**config.mk**
```make
export PLATFORM = sky130hd
export DESIGN_NAME = dual_trace_sequencer
export DESIGN_NICKNAME = d
export VERILOG_FILES = /design/src/rtl/dual_trace_sequencer.sv
export SDC_FILE = /design/constraint.sdc
export NUM_CORES = 1
export LEC_CHECK = 0
export BUFFER_PORTS_ARGS = -buffer_cell sky130_fd_sc_hd__buf_4
export CAP_MARGIN = 20
export CORE_MARGIN = 2
export CORE_UTILIZATION = 59
export CTS_BUF_LIST = sky130_fd_sc_hd__clkbuf_4 sky130_fd_sc_hd__clkbuf_8
export DETAILED_ROUTE_END_ITERATION = 8
export GPL_TIMING_DRIVEN = 0
export PLACE_DENSITY_LB_ADDON = 0.1
export SLEW_MARGIN = 0
export SYNTH_ARGS = -nofsm -noshare
export SYNTH_HDL_FRONTEND = slang
export SYNTH_SLANG_ARGS = --single-unit
```
**constraint.sdc**
```tcl
create_clock -name clk -period 2.5 [get_ports clk]
set_clock_uncertainty 0.2 [all_clocks]
set_input_delay 0.125 -clock clk [delete_from_list [all_inputs] [get_ports clk]]
set_output_delay 0.125 -clock clk [all_outputs]
set_load 0.005 [all_outputs]
```
**src/rtl/dual_trace_sequencer.sv**
```systemverilog
module dual_trace_sequencer #(
  parameter int CHOP_DIV = 500,
  parameter int BLANK_W  = 25
) (
  input  logic       clk,
  input  logic       rst,
  input  logic [4:0] mode_btn,
  input  logic       sweep_end,
  output logic       ch1_en,
  output logic       ch2_en,
  output logic       ch2_inv,
  output logic       blank,
  output logic       trig_ch2
);
  localparam int DW = (CHOP_DIV > 2) ? $clog2(CHOP_DIV) : 1;
  localparam int BW = $clog2(BLANK_W + 1);

  typedef enum logic [2:0] {M_CH1, M_CH2, M_DIFF, M_ALT, M_CHOP} mode_t;

  mode_t          mode_q, mode_d;
  logic           sel_q, sel_d;
  logic [DW-1:0]  div_q, div_d;
  logic [BW-1:0]  bl_q, bl_d;
  logic           chg, tc, shared;

  always_comb begin
    if (mode_btn[2])                     mode_d = M_DIFF;
    else if (mode_btn[3])                mode_d = M_ALT;
    else if (mode_btn[4])                mode_d = M_CHOP;
    else if (mode_btn[1] && !mode_btn[0]) mode_d = M_CH2;
    else                                 mode_d = M_CH1;
  end

  assign chg    = mode_d != mode_q;
  assign tc     = (mode_q == M_CHOP) && (div_q == DW'(CHOP_DIV - 1));
  assign shared = (mode_d == M_ALT) || (mode_d == M_CHOP);

  always_comb begin
    sel_d = sel_q;
    div_d = '0;
    bl_d  = (bl_q != '0) ? bl_q - 1'b1 : '0;
    if (chg) begin
      sel_d = 1'b0;
      bl_d  = '0;
    end else if (mode_q == M_CHOP) begin
      if (tc) begin
        sel_d = ~sel_q;
        bl_d  = BW'(BLANK_W);
      end else begin
        div_d = div_q + 1'b1;
      end
    end else if (mode_q == M_ALT && sweep_end) begin
      sel_d = ~sel_q;
    end
  end

  always_ff @(posedge clk) begin
    if (rst) begin
      mode_q   <= M_CH1;
      sel_q    <= 1'b0;
      div_q    <= '0;
      bl_q     <= '0;
      ch1_en   <= 1'b1;
      ch2_en   <= 1'b0;
      ch2_inv  <= 1'b0;
      blank    <= 1'b0;
      trig_ch2 <= 1'b0;
    end else begin
      mode_q   <= mode_d;
      sel_q    <= sel_d;
      div_q    <= div_d;
      bl_q     <= bl_d;
      ch1_en   <= (mode_d == M_CH1) || (mode_d == M_DIFF) || (shared && !sel_d);
      ch2_en   <= (mode_d == M_CH2) || (mode_d == M_DIFF) || (shared && sel_d);
      ch2_inv  <= mode_d == M_DIFF;
      blank    <= bl_d != '0;
      trig_ch2 <= mode_btn[1] && (mode_d != M_CH1);
    end
  end
endmodule


```
==> metrics.txt, run 1 <==
wire length of the first global-routing pass between 3000 and 4000 µm; cell-internal power ~460 µW; largest cells by area after synthesis dfxtp_1 42%, nor2_1 8.0%, xnor2_1 5.7%; Cell Chain, Critical Path ha_1 > or4bb_1 > o31ai_1 > xnor2_1 > a2bb2oi_1; Area Overhead vs Synth 17.4%; Skew-Pair Late Insertion Delay 0.31 ns; prevailing post-synth register cell dfxtp_1; CTS H-Tree Depth 1; max_slew headroom about 70%; multi-input combinational cell area just under 600 µm²; aggregate global-route resource usage 20.3%; yosys synthesis warning count 0; Hold Vio Cnt, Final 0; startpoint type of the worst setup path register; maximum number of pins on one net before global-route repair 14; number of standard-cell rows in the floorplan 15; Seq pwr share 61.3%; category of the worst setup path capture point register; count of endpoints failing setup in the final report 0; cell at the slowest stage of the critical path or4bb_1; overall via count from detail_route 848; net count of the finished layout around 150; count of buffers from port buffering 8; net switching component of the power 150 µW; Setup TNS 0 ns; number of hold buffers added after CTS 7; initial antenna violation count 0; number of DRC violations after detailed routing 0; crit-path max cell delay around 0.48 ns; minimum clock period after layout 2.10 ns; largest area contributor in the netlist dfxtp_1; TritonCTS sink count 23; sw frac roughly a quarter; Antenna Violating Nets Remaining 0; number of instances in the synthesized netlist 117; number of buffers inserted by post-CTS setup repair 0; clock share of power 29.0%; effective utilization at floorplan between 60% and 70%; post-placement worst setup slack around 0.43 ns; CTS tree built; result of the run completed; max frequency approximately 0.48 GHz; buffer depth of the longest clock path 2; fin util 73.7%; count of inserted antenna diode cells 0; actual transition at the worst max-transition pin 0.425 ns; mean instance size in the synthesized netlist 9.26 µm²; flip-flop and latch count after synthesis 23; post-synth top area share 42.5%; Total Wirelength 1960 µm; area of the core between 1500 and 2000 µm²; clock buffer count from CTS 3; worst IR drop on VDD around 0.36 mV; FF+latch area between 400 and 500 µm²; number of optimization iterations in the first detailed-route pass 3; setup repair after global routing missed its margin false; number of distinct library cell variants in the gate-level netlist after synthesis 38; count of flip-flops with a built-in enable after synthesis 0; crit path buf inv count 0; Required @ worst endpoint around 2.6 ns; cts repair resizes 0; area of the die 2200 µm²; placed standard-cell area between 1000 and 1500 µm²; per-cell via count in the routed design approximately 5.3; MaxCap Viol Count 0; HPWL reported at the end of detailed placement about 1400 µm; most frequent cells after synthesis 23 x dfxtp_1, 23 x nor2_1, 7 x xnor2_1, 6 x a21oi_1, 6 x nor3_1; number of slew-limit violations in the final report 0; post-synthesis net count about 130; weighted congestion reported at the end of routability-driven placement between 0.7 and 0.8; vertical extent of the die roughly 47 µm; number of top-level pins 13; portion of total power attributed to combinational logic under 10%; cell chosen for the clock root clkbuf_4; summed area of non-filler cells in the final layout approximately 1300 µm²; number of filler cells placed in the layout 140; CTS clock-pin slew for the worst setup and hold paths approximately 0.13 ns; Arr. time, crit path 2.15 ns; width of the chip between 40 and 50 µm; share of post-route cells with drive strength above 1 between 10% and 20%; via count of the first global-routing pass 773; fraction of the cycle the final worst path needs between 80% and 90%; Max Fanout on Critical Path 4; sequential area share after synthesis about 42%; mean routed wirelength per cell 12.2 µm; LEAKAGE 0.453 nW; total power density per cell area ~480 nW/µm²; class of the worst hold path primary input to register; final setup slack of the worst path ~0.40 ns; category of cells accounting for the largest share of critical-path delay compound AO/OA/AOI/OAI gates; class of the most critical setup path register to register; global-route congestion overflow total 0; FFs w/ async S/R, synth 0%; drt first-iter violations 7; summed instance area of the synthesized netlist approximately 1100 µm²
-- cell usage in the layout, fill, tap and decap left out, types with 3 or more instances in the layout --
cell,instances
nor2_1,23
dfxtp_1,23
buf_4,9
xnor2_1,7
dlygate4sd3_1,7
nor3_1,6
a21oi_1,6
inv_1,5
nand2_1,4
xor2_1,3
nand4_1,3
clkbuf_4,3
-- stage by stage --
stage | total power [mW] | hold slack [ns] | cells
finish | 0.612 | 0.0865 | 161
global route | 0.632 | 0.110 | 161
detailed placement | 0.435 | 0.150 | 150
CTS | 0.612 | 0.0822 | 161
floorplan | 0.420 | 0.0374 | 117
global placement | 0.433 | 0.139 | 150
-- worst min-delay path: stages --
cell      delay (ns)
buf_4           0.09
nand2b_1        0.08
nor3_1          0.14
o21bai_1        0.09
o41ai_2         0.05
-- power groups by stage --
stage | Clock (mW) | Combinational (mW) | Sequential, mW
final | 0.177 | 0.0599 | 0.375
after global routing | 0.190 | 0.0659 | 0.376
after CTS | 0.177 | 0.0599 | 0.375
after detailed placement | 0 | 0.0517 | 0.383
after global placement | 0 | 0.0504 | 0.383
after floorplan | 0 | 0.0367 | 0.383
-- layout make-up --
| type | instances | area share, % |
|---|---|---|
| Multi-Input combinational cell | 85 | 45.3 |
| Sequential cell | 23 | 36.2 |
| Timing Repair Buffer | 15 | 10.2 |
| Tap cell | 25 | 2.46 |
| Buffer | 4 | 2.16 |
| Clock buffer | 3 | 1.77 |
| Inverter | 5 | 1.47 |
| Clock inverter | 1 | 0.393 |
-- cell families (layout without fill, tap and decap cells) --
kind of cell               count (synthesis)  count (layout)  share of synthesized area, %
xor gates and xnor gates                  10              10                          8.08
buffers and inverters                      9              28                          4.27
AOI/OAI and AO/OA                         17              17                          12.9
and+or+nand+nor                           56              56                          29.9
adders and majority gates                  2               2                          2.31
DFF                                       23              23                          42.5
-- layer usage --
metal | GRT usage [%] | share of wire (%) | vias to the layer above
met4 | 10.0 | 1.9 | 0
met5 | 0 | 0 | -
met2 | 34.8 | 49 | 9
met1 | 25.3 | 47 | 386
li1 | - | - | 448
met3 | 2.31 | 2.1 | 5
-- sequential cells by signal (all words and copies together) (netlist names) --
signal,cells
ch1_en,1
div_q,9
ch2_inv,1
bl_q,5
mode_q,3
ch2_en,1
trig_ch2,1
sel_q,1
blank,1
-- final timing paths --
check / startpoint / endpoint / slack, ns / depth (start not counted)
worst max register to register: div_q[0] / ch1_en / 0.40 / 5
worst min register to register: div_q[0] / div_q[0] / 0.27 / 1
worst max-delay path: div_q[0] / ch1_en / 0.40 / 5
worst min-delay path: mode_btn[1] / ch2_en / 0.09 / 5
Note: power is estimated with default switching activity, not from simulation.
==> run 2, diff against run 1 <==
--- a/config.mk
+++ b/config.mk
@@ -5,6 +5,7 @@
 export SDC_FILE = /design/constraint.sdc
 export NUM_CORES = 1
 export LEC_CHECK = 0
+export ABC_AREA = 1
 export BUFFER_PORTS_ARGS = -buffer_cell sky130_fd_sc_hd__buf_4
 export CAP_MARGIN = 20
 export CORE_MARGIN = 2
==> constraint.sdc (replaced) <==
create_clock -name clk -period 2 [get_ports clk]
set_clock_uncertainty 0.2 [all_clocks]
set_input_delay 0.1 -clock clk [delete_from_list [all_inputs] [get_ports clk]]
set_output_delay 0.1 -clock clk [all_outputs]
set_load 0.005 [all_outputs]
==> run 2 against run 1 <==
Compared with the run above:
- synthesized area down 0.35%
- utilization is 1.8 points higher
- non-clock buffer count grew 2
- final cell count up 24%
- hold slack improved by 0.061 ns
- combinational power rose by 25%
- sequential cell count unchanged
- critical path type is now primary input to register
- critical endpoint is now blank
- largest cell class unchanged
==> metrics.txt, run 2 <==
Antenna Violating Nets Remaining 0 (unchanged); class of the worst hold path primary input to register; cell chosen for the clock root clkbuf_4; portion of total power attributed to combinational logic 9.8% (about the same); number of optimization iterations in the first detailed-route pass 4 (+1); startpoint of the most critical hold path sweep_end; Final Total Pwr 761 µW (+24%); vertical extent of the die 46.8 µm (-0.16%); CTS H-Tree Depth 1 (unchanged); fraction of the cycle the final worst path needs approximately 92%; yosys synthesis warning count 0 (unchanged); Total Wirelength 2000 µm (+2.1%); wire length of the first global-routing pass 3430 µm (+8.5%); number of DRC violations after detailed routing 0 (unchanged); Seq pwr share 61.7% (+0.4 points); weighted congestion reported at the end of routability-driven placement 0.781 (+1.2%); area of the die 2190 µm² (-0.32%); MaxCap Viol Count 0 (unchanged); total power density per cell area 584 nW/µm² (+21%); count of endpoints failing setup in the final report 0 (unchanged); count of flip-flops with a built-in enable after synthesis 0 (unchanged); minimum clock period after layout between 1.5 and 2 ns; Hold Vio Cnt, Final 0 (unchanged); most used standard cell by instance count after synthesis nand2_1; actual transition at the worst max-transition pin 0.464 ns (+0.0389 ns); registers with the highest flip-flop counts div_q (9), bl_q (5), mode_q (3); Most flops, register div_q; sw frac 24.4% (-0.046 points); drt first-iter violations 10 (+3); reg-to-reg startpoint div_q[0]; TritonCTS sink count 23 (unchanged); class of the most critical setup path primary input to register; mean instance size in the synthesized netlist 7.20 µm² (-22%); summed area of non-filler cells in the final layout 1300 µm² (+2.5%); aggregate global-route resource usage 22.1% (+1.8 points); mean routed wirelength per cell 10.1 µm (-17%); number of standard-cell rows in the floorplan 15 (unchanged); max_slew headroom 69.1% (-2.4 points); hold slack final 0.147 ns (+0.0607 ns); Skew-Pair Late Insertion Delay 0.31 ns (about the same); FFs w/ async S/R, synth 0% (unchanged); number of slew-limit violations in the final report 0 (unchanged); placed standard-cell area 1200 µm² (+2.2%); launching instance or port of the critical path mode_btn[2]; largest cells by area after synthesis dfxtp_1 43%, nand2_1 13%, inv_1 8.0%; clock share of power 28.5% (-0.5 points); initial antenna violation count 0 (unchanged); CTS tree built; Arr. time, crit path 1.91 ns (-0.24 ns); prevailing post-synth register cell dfxtp_1; post-synth top area share 42.6% (+0.15 points); most frequent cells after synthesis 37 x nand2_1, 23 x dfxtp_1, 23 x inv_1, 23 x nor2_1, 10 x nand3_1; setup repair after global routing missed its margin false; most common cell after layout, fill and taps aside nand2_1; CTS clock-pin slew for the worst setup and hold paths 0.13 ns (about the same); effective utilization at floorplan 62.5% (-0.22 points); width of the chip 46.8 µm (-0.16%); Required @ worst endpoint 2.07 ns (-0.48 ns); area of the core 1730 µm² (unchanged); Largest register FFs 9 (unchanged); post-synthesis net count 160 (+26%); Max Fanout on Critical Path 9 (+5); LEAKAGE 0.604 nW (+33%); overall via count from detail_route 963 (+14%); buffer depth of the longest clock path 2 (unchanged); max frequency between 0.5 and 0.6 GHz; net switching component of the power 186 µW (+24%); number of distinct library cell variants in the gate-level netlist after synthesis 22 (-42%); via count of the first global-routing pass 886 (+15%); share of post-route cells with drive strength above 1 16.1% (-2.3 points); number of filler cells placed in the layout 140 (unchanged); fin util 75.5% (+1.8 points); Setup TNS 0 ns (unchanged); global-route congestion overflow total 0 (unchanged); net count of the finished layout 185 (+26%); cts repair resizes 0 (unchanged); clock buffer count from CTS 3 (unchanged); per-cell via count in the routed design 4.84 (-8.1%); flip-flop and latch count after synthesis 23 (unchanged); cell-internal power 575 µW (+24%); multi-input combinational cell area 526 µm² (-8.9%); result of the run completed; number of instances in the synthesized netlist 150 (+28%); sequential area share after synthesis 42.6% (+0.15 points); leading cell types in the layout, fill and taps excluded 37 x nand2_1, 23 x inv_1, 23 x nor2_1, 23 x dfxtp_1, 14 x buf_4; maximum number of pins on one net before global-route repair 14 (unchanged); Area Overhead vs Synth 20.7%; largest area contributor in the netlist dfxtp_1; category of the worst setup path capture point register; startpoint type of the worst setup path primary input; number of top-level pins 13 (unchanged); count of inserted antenna diode cells 0 (unchanged); HPWL reported at the end of detailed placement 1480 µm (+6.5%); worst IR drop on VDD 0.468 mV (+31%); count of buffers from port buffering 12 (+4); FF+latch area 460 µm² (unchanged); summed instance area of the synthesized netlist 1080 µm² (-0.35%)
run 2: cell count changes after synthesis, moves of 3 or more:
cell and delta:
xnor2_1 -5, nand2_1 +33, inv_1 +18, nand3_1 +8
a21oi_1 -3
run 2: logic make-up after synthesis:
kind of cell	count (synthesis)	synth area share [%]
and+or+nand+nor	87	36.8
buffers and inverters	25	8.69
DFF	23	42.6
AOI/OAI and AO/OA	7	4.64
xor gates and xnor gates	6	4.87
adders and majority gates	2	2.32
run 2: metal layers:
layer / vias up / routed length (µm) / GRT usage, % / part of all wire [%]
met3: 6 / 56 / 5.38 / 2.8
met2: 15 / 979 / 39.5 / 49
met5: - / 0 / 0 / 0
met4: 0 / 42 / 10.0 / 2.1
met1: 428 / 922 / 24.8 / 46
li1: 514 / - / - / -
run 2: layout make-up:
class	count	area share, %
buffer	1	0.288
clock buffer	3	1.73
clock inverter	1	0.384
inverter	24	6.91
multi-input combinational	102	40.3
sequential	23	35.3
tap	25	2.40
timing repair buffer	20	12.7
run 2: power by group through the flow:
stage	combinational (mW)	clock [mW]	sequential [mW]
6_report	0.0749	0.217	0.469
3_3_place_gp	0.0629	0	0.479
3_5_place_dp	0.0646	0	0.480
2_1_floorplan	0.0359	0	0.480
4_1_cts	0.0739	0.216	0.469
5_1_grt	0.0834	0.234	0.471
run 2: what timing repair did:
action / in CTS / in global routing
hold endpoints to repair: 11 / 0
setup buffers: 0 / 2
endpoints found under the setup margin: 0 / 1
hold buffers: 6 / 0
run 2: path summary, 6_finish.rpt:
kind,cells after the start,endpoint,slack [ns]
min,5,sel_q,0.15
max reg2reg,9,ch1_en,0.18
min reg2reg,1,div_q[0],0.27
max,11,blank,0.16
run 2: worst max-delay path: stages:
cell and delay [ns]:
dlygate4sd3_1 0.53, buf_4 0.15, nor2_2 0.21, nand2_2 0.10, nand2_1 0.09, nand3_2 0.09
a21oi_4 0.26, o21ai_0 0.17, nand3_1 0.11, nand2_1 0.05, inv_1 0.04
run 2: through the flow:
step	setup slack, ns	instances
floorplan	0.381	150
global placement	0.232	187
detailed placement	0.162	187
CTS	0.147	197
global route	0.0140	199
finish	0.160	199
